## config.mk

```make
export PLATFORM = sky130hd
export DESIGN_NAME = column_cluster_encoder
export DESIGN_NICKNAME = d
export VERILOG_FILES = /design/src/rtl/colenc_pkg.sv /design/src/rtl/colenc_wide_mask.sv /design/src/rtl/colenc_group_class.sv /design/src/rtl/colenc_select.sv /design/src/rtl/column_cluster_encoder.sv
export SDC_FILE = /design/constraint.sdc
export NUM_CORES = 1
export LEC_CHECK = 0
export ABC_AREA = 1
export ABC_CLOCK_PERIOD_IN_PS = 7500
export BUFFER_PORTS_ARGS = -buffer_cell sky130_fd_sc_hd__buf_2
export CORE_MARGIN = 2
export CORE_UTILIZATION = 58
export CTS_BUF_LIST = sky130_fd_sc_hd__clkbuf_8
export CTS_CLUSTER_SIZE = 12
export DETAILED_ROUTE_END_ITERATION = 6
export PLACE_DENSITY = 0.95
export SLEW_MARGIN = 30
export SYNTH_ARGS = -nofsm -noshare
export SYNTH_HDL_FRONTEND = slang
export SYNTH_SLANG_ARGS = --single-unit
```

## constraint.sdc

```tcl
create_clock -name clk -period 7.5 [get_ports clk]
set_input_delay 0 -clock clk [delete_from_list [all_inputs] [get_ports clk]]
set_output_delay 0 -clock clk [all_outputs]
set_load 0.01 [all_outputs]
```

## src/rtl/colenc_pkg.sv

```systemverilog
package colenc_pkg;

    localparam int DEF_CHANNELS = 128;
    localparam int DEF_GROUP    = 4;
    localparam int DEF_MIN_WIDE = 3;

    typedef enum logic [1:0] {
        GRP_EMPTY  = 2'd0,
        GRP_NARROW = 2'd1,
        GRP_WIDE   = 2'd2
    } grp_class_e;

    function automatic logic class_qualifies(input grp_class_e c);
        return (c == GRP_NARROW);
    endfunction

endpackage

```

## src/rtl/colenc_wide_mask.sv

```systemverilog
module colenc_wide_mask
    import colenc_pkg::*;
#(
    parameter int CHANNELS = DEF_CHANNELS,
    parameter int MIN_WIDE = DEF_MIN_WIDE
) (
    input  logic [CHANNELS-1:0] hits_i,
    output logic [CHANNELS-1:0] wide_o
);
    localparam int N_START = CHANNELS - MIN_WIDE + 1;

    logic [N_START-1:0] run_start;

    // a run of MIN_WIDE hits begins at channel s
    for (genvar s = 0; s < N_START; s++) begin : g_start
        assign run_start[s] = &hits_i[s +: MIN_WIDE];
    end

    // channel c is wide if any qualifying run covers it
    for (genvar c = 0; c < CHANNELS; c++) begin : g_chan
        always_comb begin
            wide_o[c] = 1'b0;
            for (int k = 0; k < MIN_WIDE; k++) begin
                if ((c - k) >= 0 && (c - k) < N_START) begin
                    wide_o[c] = wide_o[c] | run_start[c - k];
                end
            end
        end
    end

endmodule

```

## src/rtl/colenc_group_class.sv

```systemverilog
module colenc_group_class
    import colenc_pkg::*;
#(
    parameter int GROUP = DEF_GROUP
) (
    input  logic [GROUP-1:0] pat_i,
    input  logic [GROUP-1:0] wide_i,
    output grp_class_e       cls_o
);
    always_comb begin
        if (pat_i == '0) begin
            cls_o = GRP_EMPTY;
        end else if (|wide_i) begin
            cls_o = GRP_WIDE;
        end else begin
            cls_o = GRP_NARROW;
        end
    end

endmodule

```

## src/rtl/colenc_select.sv

```systemverilog
module colenc_select #(
    parameter int GROUPS = 32,
    localparam int ADDR_W = $clog2(GROUPS)
) (
    input  logic [GROUPS-1:0] qual_i,
    output logic              found_o,
    output logic [ADDR_W-1:0] idx_o,
    output logic              multi_o
);
    always_comb begin
        found_o = 1'b0;
        idx_o   = '0;
        multi_o = 1'b0;
        for (int g = 0; g < GROUPS; g++) begin
            if (qual_i[g]) begin
                if (found_o) begin
                    multi_o = 1'b1;
                end else begin
                    found_o = 1'b1;
                    idx_o   = ADDR_W'(g);
                end
            end
        end
    end

endmodule

```

## src/rtl/column_cluster_encoder.sv

```systemverilog
module column_cluster_encoder
    import colenc_pkg::*;
#(
    parameter int CHANNELS = DEF_CHANNELS,
    parameter int GROUP    = DEF_GROUP,
    parameter int MIN_WIDE = DEF_MIN_WIDE,
    localparam int GROUPS  = CHANNELS / GROUP,
    localparam int ADDR_W  = $clog2(GROUPS),
    localparam int WORD_W  = ADDR_W + GROUP + 1
) (
    input  logic                clk,
    input  logic                rst,
    input  logic [CHANNELS-1:0] hits_i,
    output logic                cand_valid_o,
    output logic [WORD_W-1:0]   cand_word_o,
    output logic                cand_multi_o
);
    logic [CHANNELS-1:0] wide;
    grp_class_e          cls [GROUPS];
    logic [GROUPS-1:0]   qual;
    logic                found;
    logic [ADDR_W-1:0]   idx;
    logic                multi;
    logic [GROUP-1:0]    win_pat;
    logic                edge_flag;
    logic [WORD_W-1:0]   word_d;

    colenc_wide_mask #(
        .CHANNELS (CHANNELS),
        .MIN_WIDE (MIN_WIDE)
    ) u_wide (
        .hits_i (hits_i),
        .wide_o (wide)
    );

    for (genvar g = 0; g < GROUPS; g++) begin : g_grp
        colenc_group_class #(
            .GROUP (GROUP)
        ) u_cls (
            .pat_i  (hits_i[g*GROUP +: GROUP]),
            .wide_i (wide[g*GROUP +: GROUP]),
            .cls_o  (cls[g])
        );
        assign qual[g] = class_qualifies(cls[g]);
    end

    colenc_select #(
        .GROUPS (GROUPS)
    ) u_sel (
        .qual_i  (qual),
        .found_o (found),
        .idx_o   (idx),
        .multi_o (multi)
    );

    always_comb begin
        win_pat = '0;
        for (int g = 0; g < GROUPS; g++) begin
            if (idx == ADDR_W'(g)) begin
                win_pat = hits_i[g*GROUP +: GROUP];
            end
        end
    end

    assign edge_flag = (idx == ADDR_W'(GROUPS - 1)) && win_pat[GROUP-1];
    assign word_d    = found ? {idx, win_pat, edge_flag} : '0;

    always_ff @(posedge clk) begin
        if (rst) begin
            cand_valid_o <= 1'b0;
            cand_word_o  <= '0;
            cand_multi_o <= 1'b0;
        end else begin
            cand_valid_o <= found;
            cand_word_o  <= word_d;
            cand_multi_o <= found & multi;
        end
    end

endmodule

```

**Word-level counts from Yosys, hierarchy flattened**

Cells that the tools add are included.

- Bits in registers: 12
- Bits in latches: 0
- Bits in writable memories: 0
- Bits in read-only memories: 0
- Bits of input ports: 130
- Output and inout port bits: 12
- Logic and storage cells: 762
- Memories: 0

- $add $sub $neg: 0
- $mul: 0
- Div/mod/pow operators: 0
- $lt $le $gt $ge: 0
- Eq/ne operators: 63
- Shift operators: 0
- Multiplexer cells: 252
- Bitwise operators: 251
- Reductions and logical operators: 193

Operators by type and width:

| cell | count |
|---|---|
| $reduce_and 3->1 | 126 |
| $mux 5 | 61 |
| $or 1x1->1 | 249 |
| $logic_not 4->1 | 32 |
| $mux 2 | 64 |
| $mux 4 | 32 |
| $reduce_or 4->1 | 32 |
| $mux 1 | 95 |
| $eq 5x5->1 const B | 16 |
| $eq 2x1->1 const B | 32 |
| $eq 5x4->1 const B | 8 |
| $eq 5x3->1 const B | 4 |
| $eq 5x2->1 const B | 2 |
| $eq 5x1->1 const B | 1 |
| $logic_not 5->1 | 1 |
| $reduce_or 2->1 | 1 |
| $and 1x1->1 | 1 |
| $logic_and 1x1->1 | 1 |
| $not 1->1 | 1 |

**Depth between registers and ports, before layout**

- Word-level depth: 104
- Depth in mapped cells: 44
- Gate-level depth less buffers: 44

**Hierarchy**

From an unflattened synthesis, not the netlist that was laid out.

- Cell total of the unflattened synthesis: 1404
- Area total of the unflattened synthesis: 6381.1 um^2

By module, submodules not included:

| module | instances | cells an instance | area each (um^2) | sequential area each (um^2) |
|---|---|---|---|---|
| column_cluster_encoder | 1 | 420 | 2033.2 | 240.2 |
| colenc_group_class | 32 | 16 | 62.6 | 0.0 |
| colenc_wide_mask | 1 | 254 | 1266.2 | 0.0 |
| colenc_select | 1 | 218 | 1079.8 | 0.0 |

**Worst setup path before layout**

Ideal clock, no wire load.

- Path type: in2reg
- Start: in hits_i[3]
- End: reg cand_word_o[4]
- Arrival: 2.932 ns
- Path slack: 4.454 ns
- Stages: 40
- Path buffers: 0
- Cells stage by stage: nor2_1 nand2_1 nand2_1 nor2_1 nor2_4 nand3_4 nor2_2 inv_2 nor2_8 nand2_4 clkinv_2 nand2_4 nor2_8 nand2_2 nor2_2 inv_2 nand2_2 nor2_4 (+4 left out) nor2_1 nand3_1 nor2_1 nand4_1 nand2_1 nand4_1 nand2_1 nand2_1 nand2_1 nand3_1 nand2_1 nand4_1 nand2_1 nand2_1 nand2_1 nand4_1 nand2_1 nand2_1

- Word-level cells in the longest chain between the ends: 103
- Elaborated cells on any way between the ends: 180

RTL lines:

| element | line | text |
|---|---|---|
| start, declared | column_cluster_encoder.sv:13 | `input logic [CHANNELS-1:0] hits_i,` |
| $reduce_and 3->1 | colenc_wide_mask.sv:16 | `assign run_start[s] = &hits_i[s +: MIN_WIDE];` |
| $or 1x1->1 (2 in a row) | colenc_wide_mask.sv:25 | `wide_o[c] = wide_o[c] \| run_start[c - k];` |
| $reduce_or 4->1 | colenc_group_class.sv:13 | `end else if (\|wide_i) begin` |
| $mux 2 | colenc_group_class.sv:13 |  |
| $mux 2 | colenc_group_class.sv:11 | `if (pat_i == '0) begin` |
| $eq 2x1->1 | colenc_pkg.sv:14 | `return (c == GRP_NARROW);` |
| $mux 1 | colenc_select.sv:15 | `if (qual_i[g]) begin` |
| $mux 1 | colenc_select.sv:16 | `if (found_o) begin` |
| (+55 left out) | -- |  |
| $mux 5 | colenc_select.sv:16 |  |
| $mux 5 | colenc_select.sv:15 |  |
| $mux 5 | colenc_select.sv:16 |  |
| $mux 5 | colenc_select.sv:15 |  |
| $mux 5 | colenc_select.sv:16 |  |
| $mux 5 | colenc_select.sv:15 |  |
| $logic_not 5->1 | column_cluster_encoder.sv:59 | `if (idx == ADDR_W'(g)) begin` |
| $mux 4 (32 in a row) | column_cluster_encoder.sv:59 |  |
| end signal, assigned | column_cluster_encoder.sv:75 | `cand_word_o <= word_d;` |
| end, declared | column_cluster_encoder.sv:15 | `output logic [WORD_W-1:0] cand_word_o,` |

Parallel ways exist; a longest one is shown, timed or not.
A chain may end at the register's enable or synchronous reset.

**Final worst setup path**

- Start: in hits_i[24]
- End: reg cand_word_o[3]

- Word-level cells in the longest chain between the ends: 93
- Elaborated cells on any way between the ends: 167

RTL lines:

| element | line |
|---|---|
| $reduce_and 3->1 | colenc_wide_mask.sv:16 |
| $or 1x1->1 (2 in a row) | colenc_wide_mask.sv:25 |
| $reduce_or 4->1 | colenc_group_class.sv:13 |
| $mux 2 | colenc_group_class.sv:13 |
| $mux 2 | colenc_group_class.sv:11 |
| $eq 2x1->1 | colenc_pkg.sv:14 |
| $mux 5 / $mux 1 (equally long branches) | colenc_select.sv:15 |
| $mux 5 | colenc_select.sv:16 |
| (+45 left out) | -- |
| $mux 5 | colenc_select.sv:16 |
| $mux 5 | colenc_select.sv:15 |
| $mux 5 | colenc_select.sv:16 |
| $mux 5 | colenc_select.sv:15 |
| $mux 5 | colenc_select.sv:16 |
| $mux 5 | colenc_select.sv:15 |
| $logic_not 5->1 | column_cluster_encoder.sv:59 |
| $mux 4 (32 in a row) | column_cluster_encoder.sv:59 |

Parallel ways exist; a longest one is shown, timed or not.

==> flow_metrics.py <==
metrics = {
    "status": {
        "status": "finished clean",
    },
    "yosys": {
        "ys_warn_count": 0,
        "syn_area_um2": 4270,
        "ys_ff_latch": 12,
        "synth-simple-area-share_pct": 62.3,
        "synth_top_family_by_area": "simple AND/OR/NAND/NOR gates",
        "avgSynthCellArea_um2": 4.78,
        "syn_nets": 1023,
        "yosys.area_share.xor_xnor_pct": 0,
        "yosys.area_share.adder_pct": 0,
        "syn_inst": 893,
        "synth-compound-area-share_pct": 15.1,
        "synthMuxAreaShare_pct": 0,
        "synth_cell_types": 48,
        "yosysSeqAreaShare_pct": 5.63,
    },
    "sta": {
        "max_freq_ghz": 0.219,
        "tns_ps": 0,
        "final_max_slew_viol_count": 0,
        "hold_viol": 0,
        "rsz0062_at_grt": "no",
        "min_period_over_period_pct": 60.9,
        "timing.final.crit_period_ps": 4570,
        "relSlewSlack_pct": 43.4,
        "worst_slew_pin_slew_ps": 842,
        "setup_viol": 0,
    },
    "global_routing": {
        "grt_max_degree": 19,
        "antenna_found_initial": 0,
        "grt_pass1_vias": 5471,
        "grt-ovfl-total": 0,
        "gr-usage-all-layers_pct": 33.9,
        "grt_first_pass_wirelength_um": 23900,
    },
    "floorplan": {
        "rows": 31,
        "core_um2": 7180,
        "initial_utilization_pct": 59.4,
        "ios": 142,
        "die-width_um": 89.8,
        "die_h_um": 89.8,
        "die-area_um2": 8060,
    },
    "setup_path": {
        "cp-end-kind": "register",
        "max_stage_delay_ps": 370,
        "startpoint_type": "primary input",
        "cp.depth": 37,
        "worst_path_max_delay_cell": "nor2_2",
        "crit_type": "primary input to register",
        "crit_top_cell": "nand2_1",
        "crit_buf_inv": 6,
        "required_ps": 7610,
        "critPathArrivalTime_ps": 4680,
        "crit_fanout": 18,
        "cp_top_family": "simple AND/OR/NAND/NOR gates",
    },
    "layout": {
        "utilization_pct": 71.6,
        "area_growth_pct": 20.5,
        "final_cells": 1134,
        "regArea_um2": 240,
        "fill_cells": 714,
        "fin_nets": 1167,
        "drive_gt1_share_pct": 20.6,
        "antenna_cells": 0,
        "multi_input_area_um2": 3310,
    },
    "hold_path": {
        "hold_path_class": "primary input to register",
        "hold_depth": 3,
    },
    "drt": {
        "dr_total_vias": 6145,
        "drt_iter0_markers": 428,
        "drt-pass1-iter-count": 5,
        "drc": 0,
        "detail-route-antenna-nets": 0,
        "wirelength_um": 14200,
        "drt-vias-per-instance": 5.42,
        "wl_per_cell_um": 12.5,
    },
    "pwr": {
        "power.total_mw": 0.392,
        "total_leakage_power_nw": 2.94,
        "power_density_nw_per_um2": 76.4,
        "irDropWorstVdd_mv": 0.0535,
    },
    "cts": {
        "clk_pin_slew_ps": 50,
        "cts-htree-levels": 1,
        "cts_tree": "built",
        "clock_path_buffers": 2,
        "cts_buffers": 3,
        "post_cts_resized": 0,
        "clkSinkCount": 12,
        "clockRootBuffer": "clkbuf_8",
    },
    "placement": {
        "port_buffers": 141,
        "place.gp.congestion": 1.01,
        "dp_hpwl_um": 12100,
        "numPlacedInstances": 1130,
    },
    "flow_run": {
        "max_cap_violations": 0,
    },
}
## what timing repair did
item / CTS / global route
hold endpoints to repair: 1 / 0
buffers inserted: 0 / 0
hold buffers: 1 / 0
## worst paths after layout
path	from	to	slack (ps)
max	hits_i[24]	cand_word_o[3]	2930
min	hits_i[126]	cand_word_o[3]	50
## flip-flops by register name, indices dropped and copies added, names as in the netlist
register / flops
cand_multi_o: 1
cand_valid_o: 1
cand_word_o: 10
## synthesized netlist by cell type (all sizes together)
| cell type | count | area, um^2 |
|---|---|---|
| clkbuf | 2 | 7.51 |
| a211oi | 2 | 15.0 |
| o21a | 1 | 7.51 |
| o211a | 1 | 10.0 |
| o221ai | 1 | 8.76 |
| a2111oi | 2 | 17.5 |
| a31oi | 2 | 12.5 |
| dfxtp | 12 | 240 |
| nand2 | 278 | 1080 |
| o21bai | 1 | 7.51 |
| nand3b | 7 | 52.6 |
| o211ai | 5 | 37.5 |
| a31o | 1 | 8.76 |
| o22a | 1 | 8.76 |
| clkinv | 6 | 23.8 |
| o31ai | 1 | 7.51 |
| a21oi | 35 | 179 |
| or2 | 7 | 43.8 |
| a32o | 1 | 10.0 |
| o22ai | 1 | 6.26 |
| nor2 | 147 | 657 |
| nand4 | 43 | 288 |
| o21ai | 48 | 240 |
| o41ai | 1 | 8.76 |
| buf | 1 | 5.00 |
| o2111ai | 4 | 41.3 |
| a221oi | 1 | 8.76 |
| nor3 | 21 | 105 |
| nor4 | 9 | 71.3 |
| nand3 | 66 | 353 |
| and2 | 1 | 6.26 |
| inv | 183 | 687 |
| a22o | 1 | 8.76 |
## metal layers
layer  track usage (%)  routed length [um]
met5                 0                   0
met1              46.3                6320
met4              7.56                 225
met3              3.94                1290
met2              57.4                6350
## report_power, final
part	leakage (nW)	switching [mW]	total, mW	internal (mW)
combinational	2.82	0.178	0.269	0.0906
sequential	0.0987	0.00106	0.0694	0.0683
clock	0.0216	0.0195	0.0545	0.0350
total	2.94	0.198	0.392	0.194
## final cells by class
| class | instances | area share [%] |
|---|---|---|
| multi-input cells | 689 | 64.4 |
| repair buffers | 142 | 13.9 |
| clock buffers | 3 | 0.804 |
| inverters | 189 | 13.8 |
| well taps | 99 | 2.41 |
| flip-flops and latches | 12 | 4.67 |
## cells in the final DEF (no fill, tap or decap), types with 3 or more instances in the layout
cell type  count
nand2_1      269
inv_1        160
buf_2        141
nor2_1       128
nand3_1       63
nand4_1       40
o21ai_0       38
a21oi_1       34
inv_2         23
nor3_1        20
dfxtp_1       12
nor2_2        11
o21ai_1       10
nor4_1         8
nand3b_1       7
nor2_4         6
nand2_2        6
or2_2          6
o211ai_1       5
clkinv_1       5
nand4_2        3
nand2_4        3
o2111ai_1      3
clkbuf_8       3
## through the flow
stage | instance area (um^2) | setup slack [ps] | hold WS (ps)
3_5_place_dp | 5080 | 2890 | 218
3_3_place_gp | 5080 | 2960 | 220
4_1_cts | 5130 | 3110 | 45.3
2_1_floorplan | 4270 | 4450 | 97.4
6_report | 5140 | 2930 | 50.6
5_1_grt | 5140 | 2650 | 67.6
## logic make-up (layout without fill, tap and decap cells)
| kind of cell | Yosys count | after routing |
|---|---|---|
| compound gates | 110 | 110 |
| simple gates | 579 | 579 |
| buf+inv | 192 | 334 |
| flops | 12 | 12 |
(Power assumes the default switching activity.)
